`src/rtl/secs_snap_pkg.sv`:
```
package secs_snap_pkg;
    typedef enum logic [1:0] {
        ST_IDLE    = 2'd0,
        ST_ACTIVE  = 2'd1,
        ST_BLOCKED = 2'd2
    } bus_state_t;

    localparam int BYTE_W = 8;
endpackage

```
`src/rtl/sec_ptr.sv`:
```
module sec_ptr #(
    parameter int LAST_ADDR = 8,
    parameter int AW        = 4
) (
    input  logic          clk,
    input  logic          rst_n,
    input  logic          load,
    input  logic [AW-1:0] load_val,
    input  logic          step,
    output logic [AW-1:0] ptr,
    output logic          wrap
);
    logic at_last;

    assign at_last = (ptr == AW'(LAST_ADDR));
    assign wrap    = step && !load && at_last;

    always_ff @(posedge clk or negedge rst_n) begin
        if (!rst_n)
            ptr <= '0;
        else if (load)
            ptr <= load_val;
        else if (step)
            ptr <= at_last ? '0 : ptr + AW'(1);
    end

    // stepping from the last address lands on 0
    assert_ptr_wrap_R4: assert property (@(posedge clk) disable iff (!rst_n)
        (step && !load && ptr == AW'(LAST_ADDR)) |=> (ptr == '0));

    // stepping below the last address moves up by one
    assert_ptr_step_R4: assert property (@(posedge clk) disable iff (!rst_n)
        (step && !load && ptr < AW'(LAST_ADDR)) |=> (ptr == $past(ptr) + AW'(1)));
endmodule

```
`src/rtl/sec_live.sv`:
```
module sec_live #(
    parameter int CNT_W = 32,
    parameter int AW    = 4
) (
    input  logic             clk,
    input  logic             rst_n,
    input  logic             tick_en,
    input  logic             wr_en,
    input  logic [AW-1:0]    wr_idx,
    input  logic [7:0]       wr_byte,
    output logic [CNT_W-1:0] live
);
    localparam int NB = CNT_W / 8;

    logic [CNT_W-1:0] inc;
    logic [CNT_W-1:0] live_n;

    assign inc = live + CNT_W'(tick_en);

    for (genvar g = 0; g < NB; g++) begin : g_byte
        assign live_n[g*8 +: 8] = (wr_en && wr_idx == AW'(g)) ? wr_byte : inc[g*8 +: 8];
    end

    always_ff @(posedge clk or negedge rst_n) begin
        if (!rst_n)
            live <= '0;
        else
            live <= live_n;
    end

    // a counting tick with no write adds one
    assert_tick_inc_R1: assert property (@(posedge clk) disable iff (!rst_n)
        (tick_en && !wr_en) |=> (live == $past(live) + CNT_W'(1)));

    // without tick or write the count holds
    assert_count_hold_R1: assert property (@(posedge clk) disable iff (!rst_n)
        (!tick_en && !wr_en) |=> $stable(live));

    // a write with no tick updates the addressed byte only
    assert_byte_only_R2: assert property (@(posedge clk) disable iff (!rst_n)
        (wr_en && !tick_en && wr_idx == AW'(0)) |=>
            (live[CNT_W-1:8] == $past(live[CNT_W-1:8]) && live[7:0] == $past(wr_byte)));
endmodule

```
`src/rtl/sec_shadow.sv`:
```
module sec_shadow #(
    parameter int CNT_W = 32,
    parameter int AW    = 4
) (
    input  logic             clk,
    input  logic             rst_n,
    input  logic             cap,
    input  logic [CNT_W-1:0] live,
    input  logic [AW-1:0]    rd_idx,
    output logic [7:0]       rd_byte
);
    localparam int NB = CNT_W / 8;

    logic [CNT_W-1:0] shadow;

    always_ff @(posedge clk or negedge rst_n) begin
        if (!rst_n)
            shadow <= '0;
        else if (cap)
            shadow <= live;
    end

    always_comb begin
        rd_byte = 8'h00;
        for (int i = 0; i < NB; i++) begin
            if (rd_idx == AW'(i))
                rd_byte = shadow[i*8 +: 8];
        end
    end

    // shadow changes only on a capture
    assert_shadow_hold_R5: assert property (@(posedge clk) disable iff (!rst_n)
        !cap |=> $stable(shadow));

    // a capture copies the live count
    assert_shadow_load_R5: assert property (@(posedge clk) disable iff (!rst_n)
        cap |=> (shadow == $past(live)));
endmodule

```
`src/rtl/secs_snap_regs.sv`:
```
module secs_snap_regs
    import secs_snap_pkg::*;
#(
    parameter int CNT_W     = 32,
    parameter int LAST_ADDR = 8
) (
    input  logic       clk,
    input  logic       rst_n,
    input  logic       osc_en,
    input  logic       tick,
    input  logic       pwr_fail,
    input  logic       bus_start,
    input  logic       bus_stop,
    input  logic       addr_load,
    input  logic [7:0] addr_in,
    input  logic       rd_req,
    input  logic       wr_req,
    input  logic [7:0] wr_data,
    output logic [7:0] rd_data,
    output logic       rd_valid,
    output logic       presc_rst
);
    localparam int NB = CNT_W / 8;
    localparam int AW = $clog2(LAST_ADDR + 1);

    bus_state_t       state_q, state_n;
    logic             acc_ok, do_load, do_wr, do_rd, wr_time;
    logic             start_ev, stop_ev, cap, wrap;
    logic [AW-1:0]    ptr, load_val;
    logic [CNT_W-1:0] live;
    logic [7:0]       sh_byte;

    // state register
    always_ff @(posedge clk or negedge rst_n) begin
        if (!rst_n)
            state_q <= ST_IDLE;
        else
            state_q <= state_n;
    end

    // next state
    always_comb begin
        state_n = state_q;
        unique case (state_q)
            ST_IDLE: begin
                if (pwr_fail)       state_n = ST_BLOCKED;
                else if (bus_start) state_n = ST_ACTIVE;
            end
            ST_ACTIVE: begin
                if (pwr_fail)                    state_n = ST_BLOCKED;
                else if (bus_stop && !bus_start) state_n = ST_IDLE;
            end
            ST_BLOCKED: begin
                if (!pwr_fail) state_n = ST_IDLE;
            end
            default: state_n = ST_IDLE;
        endcase
    end

    // access decode
    always_comb begin
        acc_ok   = (state_q == ST_ACTIVE) && !pwr_fail;
        do_load  = acc_ok && addr_load;
        do_wr    = acc_ok && !addr_load && wr_req;
        do_rd    = acc_ok && !addr_load && !wr_req && rd_req;
        wr_time  = do_wr && (ptr < AW'(NB));
        start_ev = bus_start && !pwr_fail && (state_q != ST_BLOCKED);
        stop_ev  = bus_stop && !pwr_fail && (state_q == ST_ACTIVE);
        cap      = start_ev || stop_ev || wrap;
        load_val = (addr_in > 8'(LAST_ADDR)) ? '0 : addr_in[AW-1:0];
    end

    // registered outputs
    always_ff @(posedge clk or negedge rst_n) begin
        if (!rst_n) begin
            rd_data   <= 8'h00;
            rd_valid  <= 1'b0;
            presc_rst <= 1'b0;
        end else begin
            rd_valid  <= do_rd;
            presc_rst <= wr_time;
            if (do_rd)
                rd_data <= sh_byte;
        end
    end

    sec_ptr #(.LAST_ADDR(LAST_ADDR), .AW(AW)) u_ptr (
        .clk(clk), .rst_n(rst_n), .load(do_load), .load_val(load_val),
        .step(do_wr || do_rd), .ptr(ptr), .wrap(wrap)
    );

    sec_live #(.CNT_W(CNT_W), .AW(AW)) u_live (
        .clk(clk), .rst_n(rst_n), .tick_en(tick && osc_en), .wr_en(wr_time),
        .wr_idx(ptr), .wr_byte(wr_data), .live(live)
    );

    sec_shadow #(.CNT_W(CNT_W), .AW(AW)) u_shadow (
        .clk(clk), .rst_n(rst_n), .cap(cap), .live(live),
        .rd_idx(ptr), .rd_byte(sh_byte)
    );

    // nothing is read back while blocked
    assert_blocked_quiet_R8: assert property (@(posedge clk) disable iff (!rst_n)
        (state_q == ST_BLOCKED) |=> !rd_valid);

    // power fail always leads to the blocked state
    assert_fail_blocks_R9: assert property (@(posedge clk) disable iff (!rst_n)
        pwr_fail |=> (state_q == ST_BLOCKED));

    // leaving the blocked state goes to idle
    assert_block_exit_R9: assert property (@(posedge clk) disable iff (!rst_n)
        (state_q == ST_BLOCKED && !pwr_fail) |=> (state_q == ST_IDLE));

    // a prescaler pulse follows a time-byte write
    assert_presc_src_R7: assert property (@(posedge clk) disable iff (!rst_n)
        presc_rst |-> $past(wr_req && acc_ok));

    // a read strobe follows an accepted read
    assert_rd_src_R6: assert property (@(posedge clk) disable iff (!rst_n)
        rd_valid |-> $past(rd_req && acc_ok));
endmodule

```
`config.mk`:
```
export PLATFORM = sky130hd
export DESIGN_NAME = secs_snap_regs
export DESIGN_NICKNAME = d
export VERILOG_FILES = /design/src/rtl/secs_snap_pkg.sv /design/src/rtl/sec_ptr.sv /design/src/rtl/sec_live.sv /design/src/rtl/sec_shadow.sv /design/src/rtl/secs_snap_regs.sv
export SDC_FILE = /design/constraint.sdc
export NUM_CORES = 1
export LEC_CHECK = 0
export BUFFER_PORTS_ARGS = -buffer_cell sky130_fd_sc_hd__buf_2
export CORE_MARGIN = 3
export CORE_UTILIZATION = 50
export DETAILED_ROUTE_END_ITERATION = 8
export GPL_TIMING_DRIVEN = 0
export HOLD_SLACK_MARGIN = 0.05
export PLACE_DENSITY = 0.69
export SYNTH_ARGS = -nofsm -noshare
export SYNTH_HDL_FRONTEND = slang
export SYNTH_HIERARCHICAL = 1
export SYNTH_SLANG_ARGS = --single-unit
export TNS_END_PERCENT = 30
```
`constraint.sdc`:
```
create_clock -name clk -period 3.85 [get_ports clk]
set_clock_uncertainty 0.1 [all_clocks]
set_input_delay 0.1925 -clock clk [delete_from_list [all_inputs] [get_ports clk]]
set_output_delay 0.1925 -clock clk [all_outputs]
set_load 0.02 [all_outputs]
```
-- Word level (Yosys, flattened, before mapping)
Cells that the tools add are included.
- output and inout bits: 10
- bits in registers: 80
- bits of input ports: 26
- word-level logic and storage cells: 70
- reductions and logical operators: 31
- order comparisons: 2
- muxes and demuxes: 18
- add/sub/neg operators: 2
- eq/ne operators: 10
- operators by type and width (cell ; count):
    two-way mux 8 bit ; 8
    adder 32 x 1 -> 32 bit ; 1
    logical AND 1 bit ; 19
    two-way mux 4 bit ; 4
    two-way mux 2 bit ; 5
    == test 4 x 2 -> 1 bit (second input constant) ; 2
    greater-than comparator 8 x 4 -> 1 bit (second input constant) ; 1
    != test 3 bit (second input constant) ; 2
    case mux 2 bit (3 select lines) ; 1
    logical NOT 1 bit ; 5
    adder 4 x 1 -> 4 bit (second input constant) ; 1
    == test 4 x 1 -> 1 bit (second input constant) ; 1
    == test 4 bit (second input constant) ; 1
    logical NOT 4 bit ; 1
    < comparator 4 x 3 -> 1 bit (second input constant) ; 1
    != test 2 bit (second input constant) ; 2
    logical OR 1 bit ; 3
    AND reduction 3 bit ; 1
    == test 2 x 1 -> 1 bit (second input constant) ; 1
    == test 2 bit (second input constant) ; 1
    logical NOT 2 bit ; 1
    nonzero test 2 bit ; 1

-- Longest topological paths before layout
Gate-level depths: netlist of the first run.
- depth after elaboration: 9
- mapped depth: 8

-- Hierarchy
Netlist of the first run, hierarchy kept.
- modules (own cells, without submodules) (module ; area an instance (µm²) ; sequential area each (µm²) ; instances ; cells an instance):
    sec_live ; 1784.2 ; 800.8 ; 1 ; 188
    sec_shadow ; 1442.6 ; 800.8 ; 1 ; 98
    secs_snap_regs ; 574.3 ; 300.3 ; 1 ; 44
    sec_ptr ; 271.5 ; 100.1 ; 1 ; 31

-- Worst setup path after synthesis of the first run
Ideal clock, no wire load.
- path type: register -> register
- start point: reg state_q[1]
- end point: reg u_live.live[0]
- period minus slack after synthesis: 2.524 ns
- setup time: 0.125 ns
- data arrival time: 2.299 ns
- setup slack: 1.326 ns
- buffers on the path: 0
- stages on the path, launching flop included: 6
- cell sequence: dfrtp_1 -> or4b_4 -> nor4b_1 -> nor3b_1 -> nor3b_1 -> mux2_2
- word-level cells in the longest chain between the ends: 7
- ends and longest elaborated chain (what ; line ; RTL):
    start: declaration ; secs_snap_regs.sv:26 ; bus_state_t state_q, state_n;
    start signal: assignment ; secs_snap_regs.sv:38 ; state_q <= state_n;
    == test 2 x 1 -> 1 bit ; secs_snap_regs.sv:62 ; acc_ok = (state_q == ST_ACTIVE) && !pwr_fail;
    logical AND 1 bit ; secs_snap_regs.sv:62 ;
    logical AND 1 bit (2 in series) ; secs_snap_regs.sv:64 ; do_wr = acc_ok && !addr_load && wr_req;
    logical AND 1 bit ; secs_snap_regs.sv:66 ; wr_time = do_wr && (ptr < AW'(NB));
    via wr_time ; secs_snap_regs.sv:27 ; logic acc_ok, do_load, do_wr, do_rd, wr_time;
    logical AND 1 bit ; sec_live.sv:21 ; assign live_n[g*8 +: 8] = (wr_en && wr_idx == AW'(g)) ? wr_byte : inc[g*8 +: 8];
    two-way mux 8 bit ; sec_live.sv:21 ;
    via u_live.live_n[0] ; sec_live.sv:16 ; logic [CNT_W-1:0] live_n;
    end signal: assignment ; sec_live.sv:28 ; live <= live_n;
    end: declaration ; sec_live.sv:11 ; output logic [CNT_W-1:0] live
The timed path passes the listed nets, and every way through them passes these cells.
A chain may end at the register's enable or synchronous reset.

-- Worst setup path in the final report of the first run
- start point: in pwr_fail
- end point: reg u_live.live[30]
- word-level cells in the longest chain between the ends: 7
- ends and longest elaborated chain (what ; line ; RTL):
    start: declaration ; secs_snap_regs.sv:11 ; input logic pwr_fail,
    logical NOT 1 bit ; secs_snap_regs.sv:62 ;
    logical AND 1 bit ; secs_snap_regs.sv:62 ;
    logical AND 1 bit (2 in series) ; secs_snap_regs.sv:64 ;
    logical AND 1 bit ; secs_snap_regs.sv:66 ;
    via wr_time ; secs_snap_regs.sv:27 ;
    logical AND 1 bit ; sec_live.sv:21 ;
    two-way mux 8 bit ; sec_live.sv:21 ;
    via u_live.live_n[30] ; sec_live.sv:16 ;
The timed path passes the listed nets, and every way through them passes these cells.

==> impl_metrics.ini, run 1 <==
[cells_and_area]
area_growth_pct = 15.9
drive_above_1_share = 0.247
nNetsFinal = 451
antenna_cells = 0

[timing]
period_minus_slack_ns = 3.24
hold_ws_ns = 0.0858
tightest_slew_ns = 0.680
setup_tns_ns = 0
fin_crit_sh = 0.841
relSlewSlack = 0.546
finalSetupViolCount = 0
rsz0062_at_grt = false
final_hold_viol_count = 0
max_freq_mhz = 309
drv_slew = 0

[placed_design]
gp_congestion = 0.822
dp_hpwl_mm = 6.41
portBuffers = 35

[synth]
synth_nets = 391
synth_area_per_cell_um2 = 11.3
synth_top_area_share = 0.492
synth_area_um2 = 4070
synth_area_leaders = dfrtp_1 49%, mux2_2 6.9%, mux2i_1 4.2%
yosysTopAreaCell = dfrtp_1
postSynthCellCount = 361
yosys_warnings = 6
synth_seq_cells = 80
synth_cell_types = 46
yosysSeqAreaShare = 0.492

[die]
fp.dieW_um = 96.3
die_y_um = 96.3
initial_core_util = 0.522
rows = 32
dieArea_um2 = 9260
core-area_um2 = 7810
ios = 36

[power]
power_density_nw_per_um2 = 398
total_power_uw = 1880
worst_ir_drop_vdd_mv = 0.271
clock_power_share = 0.316
combPwrFrac = 0.141
swShare = 0.282
p_switching_uw = 530
internal-power_uw = 1350
leakage_uw = 0.00223
pwr-share-seq = 0.543

[clocking]
ctsResizeCount = 0
cts_tree = done
clock-sinks = 80
clk_pin_slew_ns = 0.08
cts_buffers = 9
worstSkewPairLatency_ns = 0.35
root_buffer = clkbuf_8
cts.path.max_buffers = 2
htreeDepth = 3

[detailed_routing]
ant_nets = 0
drtPass1Iterations = 5
drt_iter0_drc = 148
vias = 2934
wirelength_mm = 8.90
via_per_inst = 5.57
avgRoutedWirePerCell_um = 16.9
drc = 0

[critical_path]
critPathMaxFanout = 10
startpoint_type = input pin
crit_path_end_kind = flip-flop
critical_path_arrival_ns = 3.35
slowest_stage = or4b_4
slowest_delay_ns = 0.54
cp_common_cell = clkbuf_1
worst_ep_required_time_ns = 3.96
crit_path_cell_trace = dlygate4sd3_1, buf_2, or4b_4, nor4b_1, nor3b_1, and3_1, clkbuf_1, clkbuf_1, o21ai_0
crit_type = input pin to flip-flop

[global_route]
grt_pass1_wl_mm = 14.6
grt_overflow = 0
grt_pass1_vias = 2892
grt_start_max_net_pins = 54
antenna_found_initial = 0
grt_util_all_layers = 0.212

[job]
drv_cap = 0

[min_path]
hold_path.class = input pin to flip-flop

[status]
status = complete, no violations
final timing paths:
path,startpoint,end,slack (ns),cells past startpoint
worst max-delay path,pwr_fail,u_live/live[30],0.61,9
worst min-delay path,addr_in[1],u_ptr/ptr[1],0.09,4
worst max register to register,state_q[1],u_live/live[30],0.71,7
worst min register to register,u_shadow/shadow[11],u_shadow/shadow[11],0.39,1
max in group asynchronous,rst_n,u_shadow/shadow[10],2.87,3
min in group asynchronous,rst_n,rd_data[6],0.20,2
cell families (layout without fill, tap and decap cells):
family,count (synthesis),count (layout),synth area share
AO/OA/AOI/OAI,52,52,0.0691
XOR/XNOR,30,30,0.0645
adder cells (fa/ha/maj),4,4,0.0123
buffers and inverters,20,84,0.0280
flip-flops,80,80,0.492
multiplexers,60,60,0.168
AND/OR/NAND/NOR,115,115,0.167
metrics by stage:
stage | std cells | utilization | setup WS (ns) | instance area, um^2
6_report | 527 | 0.605 | 0.613 | 4720
5_1_grt | 527 | 0.605 | 0.385 | 4720
4_1_cts | 527 | 0.605 | 0.700 | 4720
3_5_place_dp | 499 | 0.564 | 0.779 | 4410
3_3_place_gp | 498 | 0.560 | 0.746 | 4380
2_1_floorplan | 361 | - | 1.33 | 4070
worst max-delay path: cells and delay by family:
kind            cells  cell delay, ns
compound gates      1            0.17
buf+inv             4            1.37
simple gates        4            1.61
power by group through the flow:
stage          clock network, uW  registers [uW]  logic, uW
2_1_floorplan                  0             994        183
3_3_place_gp                   0            1030        244
3_5_place_dp                   0            1030        256
4_1_cts                      608            1020        267
5_1_grt                      646            1030        297
6_report                     594            1020        265
layer usage:
layer / track usage / part of all wire / vias up
li1: - / - / 1401
met5: 0 / 0 / -
met2: 0.316 / 0.46 / 70
met3: 0.0430 / 0.045 / 16
met4: 0.0794 / 0.018 / 0
met1: 0.304 / 0.48 / 1447
cell usage in the layout (no fill, tap or decap), types with 9 or more instances in the layout:
cell / instances
and3_1: 10
nor2_1: 16
dfrtp_1: 80
a21oi_1: 15
o21ai_0: 21
buf_2: 39
clkbuf_8: 9
mux2_2: 25
nand2_1: 31
mux2_1: 10
xnor2_1: 12
xor2_1: 18
mux2i_1: 17
dlygate4sd3_1: 13
nand3_1: 15
sequential cells by signal, indices dropped and copies added, names as in the netlist:
name	flops
u_shadow/shadow	32
u_live/live	32
state_q	2
rd_valid	1
presc_rst	1
u_ptr/ptr	4
rd_data	8
synth_stat cells, drive strengths merged:
| library cell | n |
|---|---|
| dfrtp | 80 |
| mux2 | 43 |
| nand2 | 31 |
| o21ai | 25 |
| xor2 | 18 |
| mux2i | 17 |
| nor2 | 16 |
| a21oi | 15 |
| nand3 | 15 |
| and3 | 12 |
| xnor2 | 12 |
| buf | 10 |
| nand4 | 8 |
| o22ai | 8 |
| and2 | 6 |
| clkbuf | 5 |
| inv | 5 |
| ha | 4 |
| nor3 | 4 |
| nor2b | 3 |
| nor3b | 3 |
| nor4 | 3 |
| or3b | 3 |
| a21boi | 2 |
| and4 | 2 |
| nand3b | 2 |
| a2bb2oi | 1 |
| and2b | 1 |
| and4b | 1 |
| nand2b | 1 |
| nor4b | 1 |
| o21bai | 1 |
| or3 | 1 |
| or4 | 1 |
| or4b | 1 |
timing repair:
item / in CTS / in global routing
hold endpoints to repair: 102 / 0
hold buffers: 13 / 0
endpoints found under the setup margin: 0 / 0
buffers inserted: 0 / 0
layout make-up:
class                   count  area, um^2
flip-flops and latches     80        2000
clock inverters             6        61.3
plain buffers              15        95.1
inverters                   5        18.8
fillers                   642        3090
repair buffers             49         335
multi-input cells         261        1960
clock buffers               9         124
well taps                 102         128
(Power assumes the default switching activity.)
==> run 2: changes to the inputs <==
Settings changed: PLACE_DENSITY 0.69 to 0.71.
Clock period 3.85 ns to 2.9 ns, I/O delays scaled along.
==> run 2 against run 1 <==
Net effect:
- sequential share of layout area fell by 0.65 points
- setup slack worse by 0.43 ns
- die area stayed put
- cell area grew 1.6%
- cell count grew 0.38%
- wire length shrank 0.38%
- sequential power increased by 33%
- sequential cell count unchanged
- global-route usage hardly changed
- combinational power rose by 34%
- largest power group unchanged
==> impl_metrics.ini, run 2 (synthesis results as in run 1) <==
[critical_path]
r2r_slack_ns = 0.24
crit_type = input pin to flip-flop
crit_start = pwr_fail
slowest_delay_ns = 0.55
worst_ep_required_time_ns = 3.06
startpoint_type = input pin
slowest_stage = or4b_4
critPathMaxFanout = 10
cp_top_family = simple AND/OR/NAND/NOR gates
critPathBufInv = 3
crit_path_cell_trace = dlygate4sd3_1, buf_2, or4b_4, nor4b_1, nor3b_2, and3_1, clkbuf_4, nand2_1, o21ai_0
reg2reg_from = state_q[1]
crit_path_end_kind = flip-flop
critical_path_arrival_ns = 2.88

[clocking]
worstSkewPairLatency_ns = 0.35
cts_tree = done
root_buffer = clkbuf_8
htreeDepth = 3
cts_buffers = 9
post-cts-setup-buffers = 0
clock-sinks = 80
cts.path.max_buffers = 2
clk_pin_slew_ns = 0.08

[detailed_routing]
drt_iter0_drc = 134
via_per_inst = 5.54
vias = 2933
avgRoutedWirePerCell_um = 16.8
ant_nets = 0
drtPass1Iterations = 6
drc = 0
wirelength_mm = 8.87

[die]
initial_core_util = 0.522
die_y_um = 96.3
dieArea_um2 = 9260
fp.dieW_um = 96.3
core-area_um2 = 7810
ios = 36
rows = 32

[cells_and_area]
top_regs = u_live/live (32), u_shadow/shadow (32), rd_data (8)
area_growth_pct = 17.7
layout.cells.most_common = dfrtp_1
final_cell_mix = 80 x dfrtp_1, 39 x buf_2, 31 x nand2_1, 25 x mux2_2, 21 x o21ai_0
fillers = 643
multiInputGateArea_um2 = 1980
final_util = 0.614
antenna_cells = 0
nNetsFinal = 453
drive_above_1_share = 0.258
seq_area_um2 = 2000

[global_route]
grtUsageMet2 = 0.328
antenna_found_initial = 0
grt_util_all_layers = 0.212
grt_pass1_vias = 2826
grt_pass1_wl_mm = 14.5
grtUsageMet1 = 0.294
grt_start_max_net_pins = 49
grt_overflow = 0
busiest_layer = met2
met3_usage = 0.0407

[job]
drv_cap = 0

[timing]
max_freq_mhz = 368
final_hold_viol_count = 0
period_minus_slack_ns = 2.72
relSlewSlack = 0.607
finalSetupViolCount = 0
tightest_slew_ns = 0.585
setup_tns_ns = 0
drv_slew = 0
fin_crit_sh = 0.937
rsz0062_at_grt = false
hold_ws_ns = 0.142

[power]
clock_power_share = 0.335
p_switching_uw = 699
worst_ir_drop_vdd_mv = 0.367
power_density_nw_per_um2 = 536
swShare = 0.272
total_power_uw = 2570
combPwrFrac = 0.138
internal-power_uw = 1870
pwr-share-seq = 0.528
leakage_uw = 0.00226

[min_path]
min_from = osc_en
hold_path.class = input pin to flip-flop

[placed_design]
dp_hpwl_mm = 6.39
portBuffers = 35
gp_congestion = 0.843

[status]
status = complete, no violations
run 2: area by class of cell:
class	count	share of cell area
repair buffers	52	0.0762
multi-input cells	261	0.413
flip-flops and latches	80	0.418
plain buffers	14	0.0201
clock buffers	13	0.0352
well taps	102	0.0266
inverters	5	0.00391
clock inverters	2	0.00783
run 2: power by group through the flow:
stage / clock network (uW) / logic (uW) / registers, uW
final: 860 / 354 / 1360
after global routing: 923 / 397 / 1370
after CTS: 873 / 357 / 1350
after detailed placement: 0 / 339 / 1370
after global placement: 0 / 323 / 1360
after floorplan: 0 / 242 / 1320
run 2: worst paths after layout:
kind,endpoint,cells past startpoint
worst max-delay path,u_live/live[26],9
worst min-delay path,u_live/live[0],4
worst max register to register,u_live/live[26],7
worst min register to register,u_shadow/shadow[11],1
max in group asynchronous,u_shadow/shadow[10],3
min in group asynchronous,u_shadow/shadow[22],2
run 2: layer usage:
| layer | part of all wire | vias to the layer above |
|---|---|---|
| met5 | 0 | - |
| met4 | 0.011 | 0 |
| met3 | 0.041 | 8 |
| met2 | 0.46 | 76 |
| met1 | 0.48 | 1440 |
| li1 | - | 1409 |
run 2: repair_timing:
item	in CTS	in global routing
setup endpoints to repair	24	45
resized for setup	4	5
endpoints found under the hold margin	119	0
hold buffers	16	0
run 2: per-stage QoR:
step / worst slack [ns] / cell area [um^2] / instances
after floorplan: 0.376 / 4070 / 361
after global placement: -0.208 / 4380 / 498
after detailed placement: -0.235 / 4410 / 499
after CTS: 0.126 / 4780 / 530
after global routing: 0.0362 / 4790 / 529
final: 0.182 / 4790 / 529
run 2: worst min-delay path: stages:
cell and delay (ns):
buf_2 0.07, and2_1 0.11, ha_1 0.11, mux2_2 0.13
